`config.mk`:
```
export PLATFORM = sky130hd
export DESIGN_NAME = hti_taskfile
export DESIGN_NICKNAME = d
export VERILOG_FILES = /design/src/rtl/hti_pkg.sv /design/src/rtl/hti_access.sv /design/src/rtl/hti_regs.sv /design/src/rtl/hti_xfer.sv /design/src/rtl/hti_taskfile.sv
export SDC_FILE = /design/constraint.sdc
export NUM_CORES = 1
export LEC_CHECK = 0
export BUFFER_PORTS_ARGS = -buffer_cell sky130_fd_sc_hd__buf_4
export CAP_MARGIN = 25
export CORE_UTILIZATION = 53
export CTS_BUF_LIST = sky130_fd_sc_hd__clkbuf_8 sky130_fd_sc_hd__clkbuf_16
export DETAILED_ROUTE_END_ITERATION = 12
export HOLD_SLACK_MARGIN = 0.03
export PLACE_DENSITY = 0.71
export SKIP_CTS_REPAIR_TIMING = 1
export SYNTH_ARGS = -nofsm -noshare
export SYNTH_HDL_FRONTEND = slang
export SYNTH_SLANG_ARGS = --single-unit
```
`constraint.sdc`:
```
create_clock -name clk -period 2.6 [get_ports clk]
set_input_delay 0 -clock clk [delete_from_list [all_inputs] [get_ports clk]]
set_output_delay 0 -clock clk [all_outputs]
set_load 0.02 [all_outputs]
```
`src/rtl/hti_pkg.sv`:
```
package hti_pkg;
  localparam logic [2:0] RA_DATA    = 3'd0;
  localparam logic [2:0] RA_PRECOMP = 3'd1;
  localparam logic [2:0] RA_COUNT   = 3'd2;
  localparam logic [2:0] RA_CYL_LO  = 3'd4;
  localparam logic [2:0] RA_CMD     = 3'd7;

  localparam logic [3:0] OP_RESTORE = 4'h1;
  localparam logic [3:0] OP_READ    = 4'h2;
  localparam logic [3:0] OP_WRITE   = 4'h3;
  localparam logic [3:0] OP_SEEK    = 4'h7;
  localparam int         DMA_BIT    = 3;

  localparam int ST_BUSY  = 7;
  localparam int ST_READY = 6;
  localparam int ST_DRQ   = 3;

  typedef enum logic [1:0] {XF_IDLE, XF_TO_HOST, XF_FROM_HOST} xfer_e;
endpackage

```
`src/rtl/hti_access.sv`:
```
module hti_access
  import hti_pkg::*;
(
  input  logic       clk,
  input  logic       rst_n,
  input  logic       early_wait,
  input  logic       sel,
  input  logic       rd_en,
  input  logic       wr_en,
  input  logic [2:0] addr,
  input  logic       buf_ready,
  output logic       wait_o,
  output logic       rd_fire,
  output logic       wr_fire
);
  logic strobe, held_q, can_go, fire, qual;

  always_comb begin
    strobe  = sel & (rd_en | wr_en);
    can_go  = (addr != RA_DATA) | buf_ready;
    fire    = strobe & ~held_q & can_go;
    rd_fire = fire & rd_en;
    wr_fire = fire & ~rd_en & wr_en;
    qual    = early_wait ? sel : strobe;
    wait_o  = qual & ~held_q & ~can_go;
  end

  // one access per strobe: hold until the strobe drops
  always_ff @(posedge clk or negedge rst_n) begin
    if (!rst_n)       held_q <= 1'b0;
    else if (fire)    held_q <= 1'b1;
    else if (!strobe) held_q <= 1'b0;
  end
endmodule

```
`src/rtl/hti_regs.sv`:
```
module hti_regs
  import hti_pkg::*;
#(
  parameter logic [7:0] PRECOMP_RST = 8'd128,
  parameter logic [3:0] STEP_RST    = 4'd15
) (
  input  logic       clk,
  input  logic       rst_n,
  input  logic       wr_fire,
  input  logic       cmd_accept,
  input  logic [2:0] addr,
  input  logic [7:0] dat_i,
  input  logic [7:0] buf_rdata,
  input  logic       busy,
  input  logic       drq,
  output logic [7:0] rd_data,
  output logic [3:0] step_rate
);
  localparam int NSLOT = 6;

  logic [7:0] tf_q [1:NSLOT];
  logic [7:0] status;

  function automatic logic [7:0] slot_reset(input int s);
    case (s)
      int'(RA_PRECOMP): slot_reset = PRECOMP_RST;
      int'(RA_COUNT):   slot_reset = 8'd1;
      default:          slot_reset = 8'd0;
    endcase
  endfunction

  for (genvar g = 1; g <= NSLOT; g++) begin : g_slot
    always_ff @(posedge clk or negedge rst_n) begin
      if (!rst_n) tf_q[g] <= slot_reset(g);
      else if (wr_fire && addr == 3'(g)) tf_q[g] <= dat_i;
    end
  end

  always_ff @(posedge clk or negedge rst_n) begin
    if (!rst_n) step_rate <= STEP_RST;
    else if (cmd_accept && (dat_i[7:4] == OP_RESTORE || dat_i[7:4] == OP_SEEK))
      step_rate <= dat_i[3:0];
  end

  always_comb begin
    status           = 8'h00;
    status[ST_BUSY]  = busy;
    status[ST_READY] = 1'b1;
    status[ST_DRQ]   = drq;
    case (addr)
      RA_DATA: rd_data = buf_rdata;
      RA_CMD:  rd_data = status;
      default: rd_data = tf_q[addr];
    endcase
  end
endmodule

```
`src/rtl/hti_xfer.sv`:
```
module hti_xfer
  import hti_pkg::*;
#(
  parameter int BUF_BYTES = 8,
  parameter int BUF_LAT   = 2
) (
  input  logic       clk,
  input  logic       rst_n,
  input  logic       rd_fire,
  input  logic       wr_fire,
  input  logic [2:0] addr,
  input  logic [7:0] dat_i,
  input  logic       cmd_accept,
  input  logic       cmd_done,
  output logic       busy,
  output logic       irq,
  output logic       drq,
  output logic       buf_ready,
  output logic [7:0] buf_rdata,
  output logic       cmd_go,
  output logic [7:0] cmd_code
);
  localparam int PW = (BUF_BYTES > 1) ? $clog2(BUF_BYTES) : 1;
  localparam int LW = $clog2(BUF_LAT + 2);

  logic [7:0]    mem_q [BUF_BYTES];
  logic [PW-1:0] ptr_q;
  logic [LW-1:0] rdy_q;
  logic [3:0]    op_q;
  logic          dma_q;
  xfer_e         mode_q;
  logic          data_acc, cyl_acc, stat_rd, last;

  always_comb begin
    data_acc  = (rd_fire | wr_fire) && addr == RA_DATA;
    cyl_acc   = (rd_fire | wr_fire) && addr == RA_CYL_LO;
    stat_rd   = rd_fire && addr == RA_CMD;
    last      = ptr_q == PW'(BUF_BYTES - 1);
    buf_ready = rdy_q == '0;
    buf_rdata = mem_q[ptr_q];
  end

  always_ff @(posedge clk) begin
    if (wr_fire && addr == RA_DATA && mode_q == XF_FROM_HOST) mem_q[ptr_q] <= dat_i;
  end

  always_ff @(posedge clk or negedge rst_n) begin
    if (!rst_n) begin
      busy <= 1'b0; irq <= 1'b1; drq <= 1'b0; mode_q <= XF_IDLE;
      dma_q <= 1'b0; op_q <= '0; ptr_q <= '0; rdy_q <= '0;
      cmd_go <= 1'b0; cmd_code <= '0;
    end else begin
      cmd_go <= 1'b0;
      if (rdy_q != '0) rdy_q <= rdy_q - 1'b1;
      if (stat_rd) irq <= 1'b0;
      if (cmd_accept) begin
        busy <= 1'b1; irq <= 1'b0; drq <= 1'b0; ptr_q <= '0;
        op_q <= dat_i[7:4]; dma_q <= dat_i[DMA_BIT];
        cmd_go <= 1'b1; cmd_code <= dat_i;
        mode_q <= (dat_i[7:4] == OP_WRITE) ? XF_FROM_HOST : XF_IDLE;
      end else begin
        if (busy && cmd_done) begin
          busy <= 1'b0;
          if (op_q == OP_READ) begin
            mode_q <= XF_TO_HOST;
            ptr_q  <= '0;
            if (!dma_q) irq <= 1'b1;
          end else begin
            mode_q <= XF_IDLE;
            irq    <= 1'b1;
          end
        end
        if (data_acc) begin
          rdy_q <= LW'(BUF_LAT);
          drq   <= 1'b0;
          if (mode_q != XF_IDLE) begin
            ptr_q <= ptr_q + 1'b1;
            if (last) begin
              mode_q <= XF_IDLE;
              ptr_q  <= '0;
              if (mode_q == XF_TO_HOST && dma_q) irq <= 1'b1;
            end
          end
        end else if (cyl_acc && mode_q != XF_IDLE) begin
          mode_q <= XF_IDLE;
          drq    <= 1'b0;
        end else if (mode_q != XF_IDLE && !drq && rdy_q == '0) begin
          drq <= 1'b1;
        end
      end
    end
  end
endmodule

```
`src/rtl/hti_taskfile.sv`:
```
module hti_taskfile
  import hti_pkg::*;
#(
  parameter int         BUF_BYTES   = 8,
  parameter int         BUF_LAT     = 2,
  parameter logic [7:0] PRECOMP_RST = 8'd128,
  parameter logic [3:0] STEP_RST    = 4'd15
) (
  input  logic       clk,
  input  logic       rst_n,
  input  logic       early_wait,
  input  logic       sel,
  input  logic       rd_en,
  input  logic       wr_en,
  input  logic [2:0] addr,
  input  logic [7:0] dat_i,
  output logic [7:0] dat_o,
  output logic       dat_oe,
  output logic       wait_o,
  output logic       irq,
  output logic       drq,
  input  logic       cmd_done,
  output logic       cmd_go,
  output logic [7:0] cmd_code,
  output logic [3:0] step_rate
);
  logic rd_fire_w, wr_fire_w, busy_w, buf_ready_w, cmd_accept_w;
  logic [7:0] buf_rdata_w;

  assign cmd_accept_w = wr_fire_w && addr == RA_CMD && !busy_w;
  assign dat_oe       = sel & rd_en;

  hti_access u_access (
    .clk, .rst_n, .early_wait, .sel, .rd_en, .wr_en, .addr,
    .buf_ready(buf_ready_w), .wait_o, .rd_fire(rd_fire_w), .wr_fire(wr_fire_w)
  );

  hti_regs #(.PRECOMP_RST(PRECOMP_RST), .STEP_RST(STEP_RST)) u_regs (
    .clk, .rst_n, .wr_fire(wr_fire_w), .cmd_accept(cmd_accept_w), .addr, .dat_i,
    .buf_rdata(buf_rdata_w), .busy(busy_w), .drq, .rd_data(dat_o), .step_rate
  );

  hti_xfer #(.BUF_BYTES(BUF_BYTES), .BUF_LAT(BUF_LAT)) u_xfer (
    .clk, .rst_n, .rd_fire(rd_fire_w), .wr_fire(wr_fire_w), .addr, .dat_i,
    .cmd_accept(cmd_accept_w), .cmd_done, .busy(busy_w), .irq, .drq,
    .buf_ready(buf_ready_w), .buf_rdata(buf_rdata_w), .cmd_go, .cmd_code
  );
endmodule

```
==> summary.md, run 1 <==
| Metric | Value |
|---|---|
| Clk_skew | 10.28 ps |
| Critical Path Max Stage Delay | 550 ps |
| RSZ-0062 raised after global routing | false |
| Syn Area/Cell | around 13 um2 |
| Worst-case headroom to the max-slew limit | 39.65% |
| Dpl ws | ~500 ps |
| Area of the mapped netlist | 5987 um2 |
| Clk slew on worst S/H paths | roughly 60 ps |
| Start point of the worst hold path | wr_en |
| Largest net degree at the start of global routing | 73 |
| Worst-skew pair later-pin latency | 420 ps |
| Ys flop type | dfrtp_1 |
| Rows | 38 |
| Vias | 3980 |
| WP data arrival | 2470 ps |
| Ant. Diodes | 0 |
| Top cells by area, synth | edfxtp_1 (32%), dfrtp_1 (27%), mux2_2 (10%), mux2i_1 (3.2%), dfstp_2 (3.1%) |
| DR WL/cell | 20.61 um |
| First-pass GRT wire length | 21.46 mm |
| Worst min-delay path class | primary input to flip-flop |
| Number of global-route vias before repair | 3859 |
| All-layer global routing usage | 25.60% |
| TritonCTS clock tree | done |
| Reg2Reg Capture Point | u_xfer.mem_q[1][0] |
| Fillers | roughly 800 |
| Reg2reg start | u_access.held_q |
| First drt pass iteration count | 5 |
| Post-synth top area cell | edfxtp_1 |
| Final HPWL DP | 8.931 mm |
| Worst VDD drop | 686.7 uV |
| Period utilisation layout | 94.86% |
| Die area | 11730 um2 |
| Setup TNS | 0 ps |
| IO Pins | 43 |
| Core area | 10940 um2 |
| Flop2flop setup slack | 440 ps |
| Fin crit period | 2466 ps |
| WL final | between 10 and 15 mm |
| Final Core Density | 66.00% |
| Multi-input gate area | 2117 um2 |
| Hold Path Cell Cnt | 4 |
| Highest-delay cell along the critical path | mux4_2 |
| Final-report setup violation count | 0 |
| CTS Buf Count | 17 |
| Inst Count DP | 621 |
| Worst setup EP type | output port |
| Synth Register Bits | 136 |
| Worst R2R Path Depth | 6 |
| Final slew viol count | 0 |
| Clk sinks | roughly 140 |
| Initial DRC count | 338 |
| CP Max Fanout | 20 |
| Routability Congestion | 0.8759 |
| Outcome | completed |
| Clock Tree Root | clkbuf_16 |
| Fraction of registers with async set/reset | 52.94% |
| Pwr dens | between 800 and 900 nW/um2 |
| Most used cell, CP | buf_4 |
| Setup ws final | about 130 ps |
| Initial antenna violation count | 0 |
| Layout Nets | about 530 |
| Routed vias/inst | about 6.0 |
| Worst-path cell chain | buf_4 > mux4_2 > mux2i_1 > o221ai_1 > buf_4 |
| Die height | 108.3 um |
| Chip width | around 110 um |
| Kind of cell adding the most delay to the critical path | multiplexers |
| Max Clk Rate | around 410 MHz |
| Critical path startpoint category | flip-flop |
| H-tree depth | 4 |
| Share of cells above drive strength 1 | 30.80% |
| Register area share after synthesis | 62.34% |
| Clk buf depth | 2 |
| Top cell type's share of synthesized area | 32.10% |
| Buf+Inv Stages, Crit Path | 2 |
| Fin. Hold Viols | 0 |
| Max Cap Viol | 0 |
| Grt total ovfl | 0 |
| Top-count cell post-synth | dfrtp_1 |
| Synth cell count leaders | dfrtp_1 (65), edfxtp_1 (64), mux2_2 (55) |
| Number of buffers added on ports | 42 |
| Layout Cells excl Fill | 666 |
| CP Data Required Time | approximately 2600 ps |
| Post-synth cell types | 56 |
| Cell count after synthesis | 448 |
| Register area | 3734 um2 |
| Initial Util | 54.75% |
| EDFF count, synth | 64 |
| Worst slew pin tran | about 910 ps |
| Static Leak | 3.002 nW |
| Post-route ant nets | 0 |
| Syn-to-layout area delta | 20.54% |
| Hold Path End | u_xfer.rdy_q[1] |
| Remaining DRCs | 0 |
| Yosys warns | 0 |
| Crit Path Class | flip-flop to output port |
| Syn Nets | 468 |
[worst register-to-register path, stage by stage (launching register included)]
cell,delay [ps]
dfrtp_1,400
and4bb_2,440
nand3_1,110
nor3b_1,360
nand2_1,180
nor3_1,170
buf_4,210
[power breakdown]
part           leakage [nW]  internal [mW]  switching (mW)  total, mW
registers              1.50           2.42           0.103       2.53
clock network         0.324           1.67           0.848       2.52
logic                  1.17          0.348           0.402      0.750
[cells in the final DEF, fill, tap and decap left out, drive strengths merged, types with 6 or more instances in the layout]
cell type    count
a21oi           25
a221oi           9
buf             56
clkbuf          17
dfrtp           65
dfstp            7
dlygate4sd3     13
edfxtp          64
inv             10
mux2            59
mux2i           19
nand2           42
nand2b           6
nand3            8
nor2            27
nor2b           11
nor3             9
o21ai           14
[registers in the layout, summed over array words and instances, names as in the netlist]
name	count
u_xfer.op_q	4
u_regs.tf_q	48
u_xfer.cmd_go	1
u_xfer.busy	1
u_xfer.cmd_code	4
u_xfer.ptr_q	3
u_xfer.drq	1
u_regs.step_rate	4
u_xfer.mode_q	2
u_xfer.mem_q	64
u_xfer.rdy_q	2
u_access.held_q	1
u_xfer.irq	1
[worst max-delay path by stage]
stage,from,to,slack [ps],depth (start not counted)
4_1_cts,u_xfer.ptr_q[0],dat_o[0],100,5
2_1_floorplan,u_access.held_q,u_xfer.mem_q[0][0],370,6
3_3_place_gp,u_access.held_q,u_xfer.mem_q[1][4],570,6
6_report,u_xfer.ptr_q[0],dat_o[0],130,5
3_5_place_dp,u_access.held_q,u_xfer.mem_q[1][5],500,6
5_1_grt,u_xfer.ptr_q[0],dat_o[0],40,5
[metrics by stage]
step	power [mW]	hold WS [ps]	area, um2
3_3_place_gp	3.278	169.4	6464
6_report	5.799	106.2	7217
5_1_grt	6.009	134.7	7217
4_1_cts	5.820	-273.0	7086
3_5_place_dp	3.305	172.6	6464
2_1_floorplan	3.014	-295.6	5987
[routing by layer]
layer	GRT usage (%)	vias up	part of all wire [%]
met5	0	-	0
met4	9.556	0	2.3
met1	35.03	1998	44
li1	-	1815	-
met3	7.052	26	6.3
met2	39.26	141	48
[area by class of cell]
type | instances | area share (%)
flip-flops and latches | 136 | 51.73
multi-input cells | 284 | 29.33
repair buffers | 69 | 7.628
clock buffers | 17 | 5.895
clock inverters | 15 | 2.722
well taps | 140 | 2.427
inverters | 5 | 0.2601
[logic make-up (layout without fill, tap and decap cells)]
group                    Yosys count  count (layout)  share of synthesized area (%)
AND/OR/NAND/NOR                  122             122                          10.58
XOR/XNOR                           1               1                         0.1463
adder cells (fa/ha/maj)            2               2                         0.4179
AO/OA/AOI/OAI                     77              77                          8.443
buffers and inverters             28             106                          2.299
flip-flops                       136             136                          62.34
multiplexers                      82              82                          15.78
Power figures use the tool's default switching activity.
==> run 2, diff against run 1 <==
- RECOVER_POWER: default -> 100
==> run 2 against run 1 <==
Against the previous run:
- the run now ends with capacitance limit, slew limit left
- register-to-register slack lost 280 ps
- global-route usage did not move
- sequential share of layout area grew 1.1 points
- worst hold slack better by 5.7 ps
- non-clock buffer count is the same
- largest power group unchanged
==> summary.md, run 2 (synthesis results as in run 1) <==
| Metric | Value |
|---|---|
| Logic pwr share | 12.3% (-0.6 points) |
| Worst-case headroom to the max-slew limit | -16.18% (-56 points) |
| Initial Util | 54.75% (unchanged) |
| Multi-input gate area | 2108 um2 (-0.41%) |
| Period utilisation layout | 95.43% (+0.56 points) |
| Share of cells above drive strength 1 | 24.90% (-5.9 points) |
| Core area | 10940 um2 (unchanged) |
| Final Core Density | 64.63% (-1.4 points) |
| Syn-to-layout area delta | 18.06% |
| Static Leak | 2.880 nW (-4.1%) |
| Worst-skew pair later-pin latency | 420 ps (about the same) |
| Max Clk Rate | 403.1 MHz (-0.59%) |
| Rows | 38 (unchanged) |
| Layout Nets | 533 (unchanged) |
| First-pass GRT wire length | 21.46 mm (unchanged) |
| Design area | 7068 um2 (-2.1%) |
| Clk_skew | 10.25 ps (-0.02810 ps) |
| Initial antenna violation count | 0 (unchanged) |
| Clk pwr share | 43.7% (+0.2 points) |
| Number of global-route vias before repair | 3859 (unchanged) |
| Biggest register | u_xfer.mem_q |
| Final-report setup violation count | 0 (unchanged) |
| Biggest regs | u_xfer.mem_q: 64 flops, u_regs.tf_q: 48 flops |
| Commonest cells after routing, fill and taps aside | dfrtp_1 (64), edfxtp_1 (64), mux2_2 (54), nand2_1 (41), clkbuf_1 (28) |
| Grt total ovfl | 0 (unchanged) |
| TritonCTS clock tree | done |
| Routability Congestion | 0.8759 (unchanged) |
| Worst min-delay path class | primary input to flip-flop |
| Setup TNS | 0 ps (unchanged) |
| Register area | 3734 um2 (unchanged) |
| WP data arrival | 2480 ps (about the same) |
| Hold_ws | 111.9 ps (+5.652 ps) |
| All-layer global routing usage | 25.60% (unchanged) |
| Max FFs per register | 64 (unchanged) |
| RSZ-0062 raised after global routing | false |
| Fin. Hold Viols | 0 (unchanged) |
| Routed vias/inst | 5.946 (-0.50%) |
| Setup ws final | 118.9 ps (-14.68 ps) |
| Number of buffers added on ports | 42 (unchanged) |
| Clk slew on worst S/H paths | 60 ps (about the same) |
| Post-DP Area | 6464 um2 (unchanged) |
| Final HPWL DP | 8.931 mm (unchanged) |
| Vias | 3960 (-0.50%) |
| Final slew viol count | 73 (+73) |
| Outcome | finished, violations left |
| Max Cap Viol | 1 (+1) |
| Remaining DRCs | 0 (unchanged) |
| Clock Tree Root | clkbuf_16 |
| Reg power frac | 44.0% (+0.4 points) |
| Internal | 4.406 mW (-0.90%) |
| WL final | 13.77 mm (+0.32%) |
| Ant. Diodes | 0 (unchanged) |
| Die area | 11730 um2 (unchanged) |
| H-tree depth | 4 (unchanged) |
| Critical path startpoint category | flip-flop |
| DR WL/cell | 20.67 um (+0.32%) |
| Failing checks | capacitance limit, slew limit |
| CP Data Required Time | 2600 ps (about the same) |
| Clk sinks | 136 (unchanged) |
| Largest net degree at the start of global routing | 73 (unchanged) |
| Switch Pwr | 1.344 mW (-0.64%) |
| Initial DRC count | 329 (-2.7%) |
| Pwr dens | 813.6 nW/um2 (+1.2%) |
| Post-route ant nets | 0 (unchanged) |
| Worst VDD drop | 680.1 uV (-0.96%) |
| CP Max Fanout | 20 (unchanged) |
| Clk buf depth | 2 (unchanged) |
| IO Pins | 43 (unchanged) |
| Dpl ws | 498.5 ps (unchanged) |
| Sw Ratio | 23.37% (+0.048 points) |
| CTS Buf Count | 17 (unchanged) |
| Worst setup EP type | output port |
| Chip width | 108.3 um (unchanged) |
| Fin crit period | 2481 ps (+14.68 ps) |
| Crit Path Class | flip-flop to output port |
| Fillers | 857 (+6.3%) |
| Die height | 108.3 um (unchanged) |
| First drt pass iteration count | 5 (unchanged) |
| Worst slew pin tran | 1743 ps (+837.4 ps) |
==> run 2: final cells by class <==
type,count,area share [%]
Multi-Input combinational cell,284,29.83
Clock buffer,17,6.019
Sequential cell,136,52.82
Clock inverter,15,2.779
Tap cell,140,2.478
Inverter,5,0.2655
Timing Repair Buffer,69,5.806
==> run 2: worst paths after layout <==
kind / depth (start not counted) / startpoint / to / slack [ps]
max reg2reg: 6 / u_access.held_q / u_xfer.mem_q[0][2] / 160
min in group asynchronous: 2 / rst_n / u_xfer.cmd_go / 580
min reg2reg: 2 / u_xfer.cmd_code[0] / u_xfer.cmd_code[0] / 470
min: 4 / wr_en / u_xfer.rdy_q[1] / 110
max: 5 / u_xfer.ptr_q[0] / dat_o[0] / 120
max in group asynchronous: 2 / rst_n / u_xfer.ptr_q[2] / 880
==> run 2: power groups by stage <==
stage / logic, mW / registers, mW / clock network (mW)
floorplan: 0.447 / 2.57 / 0
global placement: 0.723 / 2.55 / 0
detailed placement: 0.741 / 2.56 / 0
CTS: 0.744 / 2.52 / 2.55
global route: 0.776 / 2.54 / 2.65
finish: 0.708 / 2.53 / 2.52
==> run 2: per-layer routing <==
| layer | vias up | wire length [um] | GRT usage (%) |
|---|---|---|---|
| met2 | 122 | 6631 | 39.26 |
| met4 | 0 | 267 | 9.556 |
| met3 | 23 | 783 | 7.052 |
| met5 | - | 0 | 0 |
| li1 | 1815 | - | - |
| met1 | 2000 | 6086 | 35.03 |
==> run 2: metrics by stage <==
step | std cells | power [mW]
floorplan | 448 | 3.014
global placement | 621 | 3.278
detailed placement | 621 | 3.305
CTS | 653 | 5.820
global route | 666 | 5.967
finish | 666 | 5.751
==> run 2: worst max-delay path, stage by stage, from the launching register on <==
cell      delay, ps
dfrtp_1         440
buf_4           320
mux4_2          550
mux2i_1         350
o221ai_1        210
clkbuf_2        190
